==> config.mk <==
export PLATFORM = sky130hd
export DESIGN_NAME = coin_dispenser_ctrl
export DESIGN_NICKNAME = d
export VERILOG_FILES = /design/src/rtl/coin_credit_pkg.sv /design/src/rtl/coin_classify.sv /design/src/rtl/credit_step.sv /design/src/rtl/credit_reg.sv /design/src/rtl/coin_dispenser_ctrl.sv
export SDC_FILE = /design/constraint.sdc
export NUM_CORES = 1
export LEC_CHECK = 0
export ABC_AREA = 1
export ABC_CLOCK_PERIOD_IN_PS = 800
export BUFFER_PORTS_ARGS = -buffer_cell sky130_fd_sc_hd__buf_4
export CAP_MARGIN = 20
export CORE_AREA = 3 3 40 42
export DETAILED_ROUTE_END_ITERATION = 6
export DIE_AREA = 0 0 43 45
export PLACE_DENSITY_LB_ADDON = 0.3
export SYNTH_ARGS = -nofsm -noshare
export SYNTH_HDL_FRONTEND = slang
export SYNTH_SLANG_ARGS = --single-unit
export TNS_END_PERCENT = 20
==> constraint.sdc <==
create_clock -name clk -period 0.8 [get_ports clk]
set_input_delay 0 -clock clk [delete_from_list [all_inputs] [get_ports clk]]
set_output_delay 0 -clock clk [all_outputs]
set_load 0.02 [all_outputs]
==> src/rtl/coin_credit_pkg.sv <==
package coin_credit_pkg;

  localparam int NUM_LEVELS = 4;
  localparam int CREDIT_W   = $clog2(NUM_LEVELS);

  // Credit levels; the code values follow the credit in 5-cent steps.
  typedef enum logic [CREDIT_W-1:0] {
    CR_ZERO = 2'b00,
    CR_FIVE = 2'b01,
    CR_TEN  = 2'b10,
    CR_FULL = 2'b11
  } credit_t;

  // Classified sensor event for one cycle.
  typedef enum logic [1:0] {
    EV_NONE  = 2'b00,
    EV_FIVE  = 2'b01,
    EV_TEN   = 2'b10,
    EV_FAULT = 2'b11
  } coin_ev_t;

endpackage

==> src/rtl/coin_classify.sv <==
module coin_classify
  import coin_credit_pkg::*;
(
  input  logic     nickel_i,
  input  logic     dime_i,
  output coin_ev_t event_o
);

  always_comb begin
    unique case ({dime_i, nickel_i})
      2'b01:   event_o = EV_FIVE;
      2'b10:   event_o = EV_TEN;
      2'b11:   event_o = EV_FAULT;
      default: event_o = EV_NONE;
    endcase
  end

endmodule

==> src/rtl/credit_step.sv <==
module credit_step
  import coin_credit_pkg::*;
(
  input  credit_t  cur_i,
  input  coin_ev_t event_i,
  output credit_t  nxt_o
);

  always_comb begin
    nxt_o = cur_i;
    if (cur_i != CR_FULL) begin
      unique case (event_i)
        EV_FIVE: begin
          unique case (cur_i)
            CR_ZERO: nxt_o = CR_FIVE;
            CR_FIVE: nxt_o = CR_TEN;
            default: nxt_o = CR_FULL;
          endcase
        end
        EV_TEN: begin
          if (cur_i == CR_ZERO) nxt_o = CR_TEN;
          else                  nxt_o = CR_FULL;
        end
        default: nxt_o = cur_i;
      endcase
    end
  end

endmodule

==> src/rtl/credit_reg.sv <==
module credit_reg
  import coin_credit_pkg::*;
(
  input  logic    clk,
  input  logic    rst,
  input  credit_t d_i,
  output credit_t q_o
);

  always_ff @(posedge clk) begin
    if (rst) q_o <= CR_ZERO;
    else     q_o <= d_i;
  end

endmodule

==> src/rtl/coin_dispenser_ctrl.sv <==
module coin_dispenser_ctrl
  import coin_credit_pkg::*;
(
  input  logic clk,
  input  logic rst,
  input  logic coin_nickel,
  input  logic coin_dime,
  output logic release_o
);

  coin_ev_t coin_ev;
  credit_t  credit_d;
  credit_t  credit_q;

  coin_classify u_classify (
    .nickel_i (coin_nickel),
    .dime_i   (coin_dime),
    .event_o  (coin_ev)
  );

  credit_step u_step (
    .cur_i   (credit_q),
    .event_i (coin_ev),
    .nxt_o   (credit_d)
  );

  credit_reg u_reg (
    .clk (clk),
    .rst (rst),
    .d_i (credit_d),
    .q_o (credit_q)
  );

  // Moore output: a function of the registered credit only.
  assign release_o = (credit_q == CR_FULL);

endmodule

==> metrics.md <==
| Metric | Value |
|---|---|
| Reg2Reg Capture Point | `u_reg.q_o[0]` |
| Final setup violation count | `0` |
| I/O pins | `5` |
| Most common cell in the netlist | `inv_1` |
| Largest Register | `u_reg.q_o` |
| Row count | `13` |
| Post-synth EDFFs | `0` |
| Least-Margin Pin Slew | `0.1441 ns` |
| Max FO, Critical Path | `4` |
| Vias in the first global route | `113` |
| Total global routing overflow | `0` |
| H-tree depth | `1` |
| Synth Cell Area | `100.1 um2` |
| Finished Cell Area | `186.4 um2` |
| Post-synthesis sequential area ratio | `40.00%` |
| PortBufs | `4` |
| Area Overhead vs Synth | `86.25%` |
| Hold path startpoint | `coin_dime` |
| Multi-input logic area | `45.04 um2` |
| Unrepaired setup endpoints after global routing | `true` |
| DRC | `0` |
| Comb pwr share | `14.0%` |
| CTS sink count | `2` |
| TritonCTS clock tree | `built` |
| Hold Path End | `u_reg.q_o[0]` |
| Most frequent cells after synthesis | `4 x inv_1, 2 x a21oi_1, 2 x dfxtp_1, 2 x nand2_1, 2 x o21ai_0` |
| Clock power share | `55.5%` |
| GRT Total Usage | `3.408%` |
| Fmax | `1.298 GHz` |
| Hold Crit Class | `input port to flip-flop` |
| Avg Inst Size Synth | `7.150 um2` |
| WHS Path Cells | `5` |
| Top-area cell type share of the netlist area | `40.00%` |
| Critical Path Start Type | `flip-flop` |
| Max cap viols | `0` |
| Fillcell total | `148` |
| Period utilization | `96.33%` |
| Post-Layout Cell Count | `37` |
| Hold Vio Cnt, Final | `0` |
| Setup Skew | `0.0003245 ns` |
| Synth Net Count | `19` |
| Die W | `43 um` |
| Detail Route Antenna Nets | `0` |
| R2R depth | `3` |
| Sequential Power Share | `30.5%` |
| Yosys warns | `0` |
| Post-synthesis register bit count | `2` |
| Setup CP Type | `flip-flop to primary output` |
| Clk slew on worst S/H paths | `0.03 ns` |
| Placed cells | `33` |
| Core ar. | `0.001285 mm2` |
| Cell Pwr Density | `2112 mW/mm2` |
| Sw Ratio | `21.45%` |
| Synth unique cells | `7` |
| Crit path capture type | `primary output` |
| Critical path required time | `0.80 ns` |
| Leakage | `0.09472 nW` |
| Root buffer cell | `clkbuf_4` |
| Initial antenna violation count | `0` |
| Max reg flops | `2` |
| Slew Viols, Final | `0` |
| Worst-skew pair later-pin latency | `0.22 ns` |
| Regs by FF count | `u_reg.q_o: 2 flops` |
| Vias | `101` |
| Arrival @ worst endpoint | `0.77 ns` |
| Antenna cells | `0` |
| Worst R2R Start | `u_reg.q_o[0]` |
| P_int | `0.3092 mW` |
| FFs w/ async S/R, synth | `0%` |
| Slew headroom | `90.29%` |
| Worst vdd ir | `0.4468 mV` |
| Share of post-route cells with drive strength above 1 | `36.36%` |
| Num CTS Buffers | `3` |
| Initial DRC Count | `0` |
| Final WL | `215 um` |
| Flip-flop and latch area | `41.29 um2` |
| NetSw | `0.08443 mW` |
| DR vias/cell | `2.730` |
| First-pass GRT wire length | `386 um` |
| Die height | `45 um` |
| Run status | `finished clean` |
| Die area | `0.001935 mm2` |
| Placed Area | `148.9 um2` |
| Max clock buf depth | `2` |
| Core Util, Final | `14.51%` |
| Cells after Synth | `14` |
| Final nets | `29` |
| FF-to-FF setup slack | `0.12 ns` |
| Largest net degree at the start of global routing | `5` |
| Starting density of the core | `7.790%` |
| Final worst path period need | `0.7706 ns` |
| Post-synth top flop | `dfxtp_1` |
| Yosys top cell by area | `dfxtp_1` |
| GP Congestion | `0.5924` |
| Routed length per instance | `5.811 um` |
| Synth area leaders | `dfxtp_1 40%, inv_1 15%, ha_1 13%` |
| First drt pass iteration count | `1` |
placed cells by master, fill, tap and decap left out, drive strengths merged:
cell / instances
buf: 4
o21ai: 3
ha: 1
inv: 4
a21oi: 2
clkbuf: 3
dfxtp: 2
dlygate4sd3: 1
nand2: 2
stage by stage:
stage | setup TNS (ns) | setup WS (ns) | hold slack, ns | total power, mW
3_3_place_gp | 0 | 0.02683 | 0.1718 | 0.1720
4_1_cts | 0 | 0.005389 | 0.1672 | 0.4080
3_5_place_dp | 0 | 0.05264 | 0.1732 | 0.1708
2_1_floorplan | 0 | 0.1649 | 0.06907 | 0.1498
6_report | 0 | 0.02938 | 0.1721 | 0.3937
5_1_grt | -0.01488 | -0.01488 | 0.2250 | 0.4177
logic make-up (layout without fill, tap and decap cells):
| logic type | Yosys count | after routing | synth area share [%] |
|---|---|---|---|
| compound gates | 5 | 5 | 25.00 |
| buf+inv | 4 | 12 | 15.00 |
| flops | 2 | 2 | 40.00 |
| simple gates | 2 | 2 | 7.503 |
| fa+ha+maj | 1 | 1 | 12.50 |
layout make-up:
class                   instances  area share [%]
multi-input cells               8           24.16
repair buffers                  5           23.49
flip-flops and latches          2           22.15
clock buffers                   3           12.08
well taps                      15           10.07
inverters                       4           8.054
routing by layer:
metal	wire [um]	track usage (%)	part of all wire, %
met1	91	2.878	42
met2	108	2.994	50
met3	14	2.789	6.5
met4	0	7.229	0
met5	0	0	0
critical path, cell delays in order, from the launching register on:
cell     delay [ns]
dfxtp_2        0.33
nand2_1        0.05
inv_1          0.06
buf_6          0.11
power groups by stage:
stage               logic [mW]  clock network [mW]  registers (mW)
floorplan               0.0310                   0           0.119
global placement        0.0514                   0           0.121
detailed placement      0.0507                   0           0.120
CTS                     0.0547               0.233           0.120
global route            0.0652               0.230           0.122
finish                  0.0552               0.218           0.120
timing repair:
action | in CTS | in global routing
hold buffers | 1 | 0
buffers inserted | 0 | 0
setup endpoints to repair | 1 | 1
endpoints found under the hold margin | 2 | 0
gates resized for setup | 1 | 1
pin swaps | 0 | 1
worst max path at each step:
stage | from | endpoint | slack (ns) | cells after the start
floorplan | u_reg.q_o[0] | u_reg.q_o[0] | 0.16 | 3
global placement | coin_nickel | u_reg.q_o[0] | 0.03 | 5
detailed placement | coin_nickel | u_reg.q_o[0] | 0.05 | 5
CTS | u_reg.q_o[0] | release_o | 0.005 | 3
global route | u_reg.q_o[0] | release_o | -0.01 | 3
finish | u_reg.q_o[0] | release_o | 0.03 | 3
No activity file was read; power rests on OpenSTA's default activity.
